===== src/rtl/pa_pwm_pkg.sv =====
package pa_pwm_pkg;
  // default accumulator width for the generator
  localparam int unsigned PA_DEF_ACC_W = 16;

  // source of the words in force after an edge
  typedef enum logic [0:0] {
    CFG_KEEP = 1'b0,
    CFG_LOAD = 1'b1
  } cfg_sel_e;
endpackage


===== src/rtl/pa_cfg_regs.sv =====
module pa_cfg_regs
  import pa_pwm_pkg::*;
#(
  parameter int unsigned ACC_W = PA_DEF_ACC_W,
  localparam int unsigned THR_W = ACC_W + 1
) (
  input  logic             clk,
  input  logic             rst_n,
  input  logic [ACC_W-1:0] inc_i,
  input  logic [THR_W-1:0] thr_i,
  input  cfg_sel_e         sel_i,
  output logic [ACC_W-1:0] inc_act_o,
  output logic [THR_W-1:0] thr_act_o,
  output logic [THR_W-1:0] thr_nxt_o
);
  logic [ACC_W-1:0] inc_hold_q;
  logic [THR_W-1:0] thr_hold_q;
  logic [ACC_W-1:0] inc_act_q;
  logic [THR_W-1:0] thr_act_q;

  // holding stage: follows the inputs every cycle
  always_ff @(posedge clk or negedge rst_n) begin
    if (!rst_n) begin
      inc_hold_q <= '0;
      thr_hold_q <= '0;
    end else begin
      inc_hold_q <= inc_i;
      thr_hold_q <= thr_i;
    end
  end

  // words in force: move only on request
  always_ff @(posedge clk or negedge rst_n) begin
    if (!rst_n) begin
      inc_act_q <= '0;
      thr_act_q <= '0;
    end else if (sel_i == CFG_LOAD) begin
      inc_act_q <= inc_hold_q;
      thr_act_q <= thr_hold_q;
    end
  end

  assign inc_act_o = inc_act_q;
  assign thr_act_o = thr_act_q;
  assign thr_nxt_o = (sel_i == CFG_LOAD) ? thr_hold_q : thr_act_q;
endmodule


===== src/rtl/pa_accum.sv =====
module pa_accum #(
  parameter int unsigned ACC_W = 16
) (
  input  logic             clk,
  input  logic             rst_n,
  input  logic             en_i,
  input  logic [ACC_W-1:0] inc_i,
  output logic [ACC_W-1:0] acc_o,
  output logic [ACC_W-1:0] acc_nxt_o,
  output logic             carry_o,
  output logic             wrap_o
);
  logic [ACC_W-1:0] acc_q;
  logic             wrap_q;
  logic [ACC_W:0]   sum;

  assign sum       = {1'b0, acc_q} + {1'b0, inc_i};
  assign carry_o   = en_i & sum[ACC_W];
  assign acc_nxt_o = en_i ? sum[ACC_W-1:0] : acc_q;

  always_ff @(posedge clk or negedge rst_n) begin
    if (!rst_n) begin
      acc_q  <= '0;
      wrap_q <= 1'b0;
    end else begin
      acc_q  <= acc_nxt_o;
      wrap_q <= carry_o;
    end
  end

  assign acc_o  = acc_q;
  assign wrap_o = wrap_q;
endmodule


===== src/rtl/pa_cmp.sv =====
module pa_cmp #(
  parameter int unsigned ACC_W = 16,
  localparam int unsigned THR_W = ACC_W + 1
) (
  input  logic             clk,
  input  logic             rst_n,
  input  logic [ACC_W-1:0] acc_nxt_i,
  input  logic [THR_W-1:0] thr_nxt_i,
  output logic             pwm_o
);
  logic pwm_q;
  logic below;

  // widen the phase so a threshold of 2^ACC_W and above is always greater
  assign below = ({1'b0, acc_nxt_i} < thr_nxt_i);

  always_ff @(posedge clk or negedge rst_n) begin
    if (!rst_n) pwm_q <= 1'b0;
    else        pwm_q <= below;
  end

  assign pwm_o = pwm_q;
endmodule


===== src/rtl/pa_pwm_gen.sv =====
module pa_pwm_gen
  import pa_pwm_pkg::*;
#(
  parameter int unsigned ACC_W = PA_DEF_ACC_W,
  localparam int unsigned THR_W = ACC_W + 1
) (
  input  logic             clk,
  input  logic             rst_n,
  input  logic             en_i,
  input  logic [ACC_W-1:0] inc_i,
  input  logic [THR_W-1:0] thr_i,
  output logic             pwm_o,
  output logic [ACC_W-1:0] acc_o,
  output logic             wrap_o
);
  logic [ACC_W-1:0] inc_act;
  logic [THR_W-1:0] thr_act;
  logic [THR_W-1:0] thr_nxt;
  logic [ACC_W-1:0] acc_nxt;
  logic             carry;
  cfg_sel_e         cfg_sel;

  // load words in force at a period start, or freely while stopped
  assign cfg_sel = (!en_i || carry) ? CFG_LOAD : CFG_KEEP;

  pa_cfg_regs #(.ACC_W(ACC_W)) u_cfg (
    .clk       (clk),
    .rst_n     (rst_n),
    .inc_i     (inc_i),
    .thr_i     (thr_i),
    .sel_i     (cfg_sel),
    .inc_act_o (inc_act),
    .thr_act_o (thr_act),
    .thr_nxt_o (thr_nxt)
  );

  pa_accum #(.ACC_W(ACC_W)) u_acc (
    .clk       (clk),
    .rst_n     (rst_n),
    .en_i      (en_i),
    .inc_i     (inc_act),
    .acc_o     (acc_o),
    .acc_nxt_o (acc_nxt),
    .carry_o   (carry),
    .wrap_o    (wrap_o)
  );

  pa_cmp #(.ACC_W(ACC_W)) u_cmp (
    .clk       (clk),
    .rst_n     (rst_n),
    .acc_nxt_i (acc_nxt),
    .thr_nxt_i (thr_nxt),
    .pwm_o     (pwm_o)
  );
endmodule


===== config.mk =====
export PLATFORM = sky130hd
export DESIGN_NAME = pa_pwm_gen
export DESIGN_NICKNAME = d
export VERILOG_FILES = /design/src/rtl/pa_pwm_pkg.sv /design/src/rtl/pa_cfg_regs.sv /design/src/rtl/pa_accum.sv /design/src/rtl/pa_cmp.sv /design/src/rtl/pa_pwm_gen.sv
export SDC_FILE = /design/constraint.sdc
export NUM_CORES = 1
export LEC_CHECK = 0
export ABC_AREA = 1
export BUFFER_PORTS_ARGS = -buffer_cell sky130_fd_sc_hd__buf_2
export CORE_AREA = 2 2 103 105
export CTS_CLUSTER_DIAMETER = 120
export DETAILED_ROUTE_END_ITERATION = 16
export DIE_AREA = 0 0 105 107
export PLACE_DENSITY = 0.69
export RECOVER_POWER = 100
export SLEW_MARGIN = 20
export SYNTH_ARGS = -nofsm -noshare
export SYNTH_HDL_FRONTEND = slang
export SYNTH_SLANG_ARGS = --single-unit

===== constraint.sdc =====
create_clock -name clk -period 3.8 [get_ports clk]
set_input_delay 0.19 -clock clk [delete_from_list [all_inputs] [get_ports clk]]
set_output_delay 0.19 -clock clk [all_outputs]
set_load 0.005 [all_outputs]

==> flow_summary.yaml <==
logic_synthesis:
  synth_fp_nets: 464
  synth_common_cells: "84 x dfrtp_1, 81 x nand2_1, 58 x inv_1"
  synth_compound_area_share_pct: 10.3
  yosys_warnings: 0
  ys.flop_type: "dfrtp_1"
  synth-edff-count: 0
  ys_seq_elements: 84
  synthAdderAreaFrac_pct: 10.3
  synthArstFlopShare_pct: 100
  synthXorXnorAreaFrac_pct: 1.54
  synth_cell_types: 36
  yosysMostFrequentCell: "dfrtp_1"
  synth_largest_area_cell: "dfrtp_1"
  yosysSeqAreaShare_pct: 52.9
  synthesis.instances: 396
  synth-simple-area-share_pct: 13.8
  synth_area_leaders: "dfrtp_1 53%, ha_1 9.8%, nand2_1 7.6%"
  synth_top_area_share_pct: 52.9
  syn-cell-area_um2: 3980
  syn_avg_cell_area_um2: 10.0
  synth_top_family_by_area: "simple AND/OR/NAND/NOR gates"
  muxShareOfSynthArea_pct: 4.25
final_layout:
  final_nets: 555
  fill_cells: 978
  multi_input_area_um2: 1540
  regArea_um2: 2100
  final_layout_size_suffix_gt1_share_pct: 16.7
  insertedDiodeCount: 0
  area_delta_synth_final_pct: 21.2
power_and_ir_drop:
  ir_drop_v: 0.000319
  p_switching_w: 0.00194
  powerDensity_nw_per_um2: 914
  internal-power_w: 0.00247
  p_leak_nw: 2.45
  pwr-share-clk_pct: 14.1
  combPwrFrac_pct: 55.2
  swShare_pct: 44.0
  seqPwrFrac_pct: 30.8
critical_path:
  crit_type: "flop to flop"
  cp_max_fo: 4
  crit_end: "u_cmp.pwm_o$_DFF_PN0_"
  critPathRequiredTime_ps: 4090
  cp-start-kind: "flop"
  reg2regPathDepth: 17
  cp.arrival_ps: 3530
  r2r-end: "u_cmp.pwm_o$_DFF_PN0_"
  r2r-start: "u_acc.acc_o[2]$_DFF_PN0_"
  regToRegSetupSlack_ps: 560
  crit_start: "u_acc.acc_o[2]$_DFF_PN0_"
  endpoint_kind: "flop"
clock_network:
  htree_levels: 3
  clk_latency_ps: 350
  cts.sinks: 84
  clk_pin_slew_ps: 80
  cts_root_buffer: "clkbuf_8"
  cts_made_buffers: 9
  cts.path.max_buffers: 2
  cts_tree: "yes"
timing:
  finalSetupViolCount: 0
  hold_slack_ps: 283
  min_period_ps: 3240
  slew_headroom_pct: -31.9
  fin_worst_skew_ps: 8.92
  clock.fmax_mhz: 309
  fin_crit_sh_pct: 85.2
  tightestPinTransition_ps: 1980
  hold_violations: 0
  slew_violations: 85
  finalSetupTns_ps: 0
  rsz0062_at_grt: "false"
die:
  rows: 37
  initial_core_util_pct: 39.4
  die_h_um: 107
  core_um2: 10100
  dieArea_um2: 11200
  die_x_um: 105
  pin_count: 54
global_route:
  antenna_found_initial: 0
  grt_first_pass_wirelength_um: 13200
  grt_pass1_vias: 2902
  grt_start_max_net_pins: 85
  grt_overflow_total: 0
  grt_use_total_pct: 15.0
status:
  violations: "capacitance limit, slew limit"
  status: "finished with violations"
route:
  num_vias: 2912
  avgRoutedWirePerCell_um: 12.4
  ant_nets: 0
  wl_um: 7760
  drtPass1Iterations: 4
  via_per_inst: 4.64
  drc: 0
  drt_iter0_drc: 79
flow_run:
  maxCapViolCount: 1
placed_design:
  numPortBuffers: 53
  dpl.hpwl_um: 5610
  place_congestion: 0.885
min_path:
  min_path_type: "input pin to flop"
-- power groups by stage --
stage                     combinational [W]  clock, W  sequential [W]
after detailed placement            0.00248         0         0.00138
after global placement              0.00239         0         0.00137
after CTS                           0.00253  0.000645         0.00137
final                               0.00243  0.000620         0.00135
after floorplan                     0.00193         0         0.00135
after global routing                0.00281  0.000684         0.00139
-- placed cells by master, fill, tap and decap left out, types with 2 or more instances in the layout --
cell,instances
ha_1,31
nor2_1,13
a31oi_1,3
clkinv_4,2
nand2_2,2
nand4_1,2
or2_2,3
clkbuf_8,9
a21oi_2,3
clkinv_2,2
dlygate4sd3_1,34
nor3_1,2
buf_2,41
a21oi_1,22
nand3_1,12
inv_1,58
dfrtp_1,84
mux2_2,15
xor2_1,4
nand2b_1,2
xnor2_1,3
o21ai_0,34
nand2_1,82
clkbuf_1,13
and2_0,2
nand3b_1,2
-- state kept, by name, indices dropped and copies added, names as in the netlist --
name              cells
u_cfg.inc_act_o      16
u_cfg.thr_act_o      17
u_acc.acc_o          16
u_acc.wrap_o          1
u_cfg.inc_hold_q     16
u_cmp.pwm_o           1
u_cfg.thr_hold_q     17
-- worst min path at each step --
| stage | startpoint | end | cells after the start |
|---|---|---|---|
| after floorplan | rst_n | u_acc.acc_o[0]$_DFF_PN0_ | 0 |
| after global placement | inc_i[8] | u_cfg.inc_hold_q[8]$_DFF_PN0_ | 1 |
| after detailed placement | inc_i[5] | u_cfg.inc_hold_q[5]$_DFF_PN0_ | 1 |
| after CTS | rst_n | u_cfg.inc_hold_q[14]$_DFF_PN0_ | 1 |
| after global routing | en_i | u_acc.acc_o[9]$_DFF_PN0_ | 3 |
| final | en_i | u_acc.acc_o[9]$_DFF_PN0_ | 3 |
-- through the flow --
step           util [%]  setup slack [ps]  std cells  cell area, um2  total power, W
2_1_floorplan         -              1020        396            3980         0.00328
3_3_place_gp       43.2               766        578            4360         0.00377
3_5_place_dp       43.2               627        578            4360         0.00387
4_1_cts            48.4               597        627            4880         0.00454
5_1_grt            47.7               243        628            4820         0.00488
6_report           47.7               561        628            4820         0.00440
-- layout make-up --
class / count / area share, %
Sequential cell: 84 / 43.6
Multi-Input combinational cell: 246 / 32.0
Timing Repair Buffer: 88 / 12.4
Inverter: 58 / 4.52
Tap cell: 136 / 3.53
Clock buffer: 10 / 2.65
Clock inverter: 6 / 1.35
-- timing repair --
action / 4_1_cts / 5_1_grt
endpoints found under the hold margin: 33 / 84
gates resized for setup: 0 / 0
hold buffers: 33 / 1
buffers inserted: 0 / 0
-- cell families (layout without fill, tap and decap cells) --
| logic type | count (synthesis) | in the layout |
|---|---|---|
| and+or+nand+nor | 126 | 126 |
| DFF | 84 | 84 |
| AOI/OAI and AO/OA | 66 | 66 |
| buffers and inverters | 66 | 162 |
| adders and majority gates | 32 | 32 |
| muxes | 15 | 15 |
| xor gates and xnor gates | 7 | 7 |
-- per-layer routing --
metal / global-route usage [%] / vias to the layer above / wire length (um)
li1: - / 1468 / -
met1: 19.1 / 1377 / 3600
met2: 24.7 / 55 / 3750
met3: 3.89 / 12 / 302
met4: 5.90 / 0 / 103
met5: 0 / - / 0
-- critical path: stages, from the launching register on --
cell and delay, ps:
dfrtp_1 420, ha_1 350, a21oi_1 150, nand2_1 100, a21oi_1 290, o21ai_0 280, a21oi_1 280, nand2b_1 140
nand3_1 70, nand2_1 100, ha_1 260, a21oi_1 160, nand2_1 80, a21oi_1 130, nor2_1 50, o21bai_1 110
a21oi_1 90, a21oi_2 110
No activity file was read; power rests on OpenSTA's default activity.
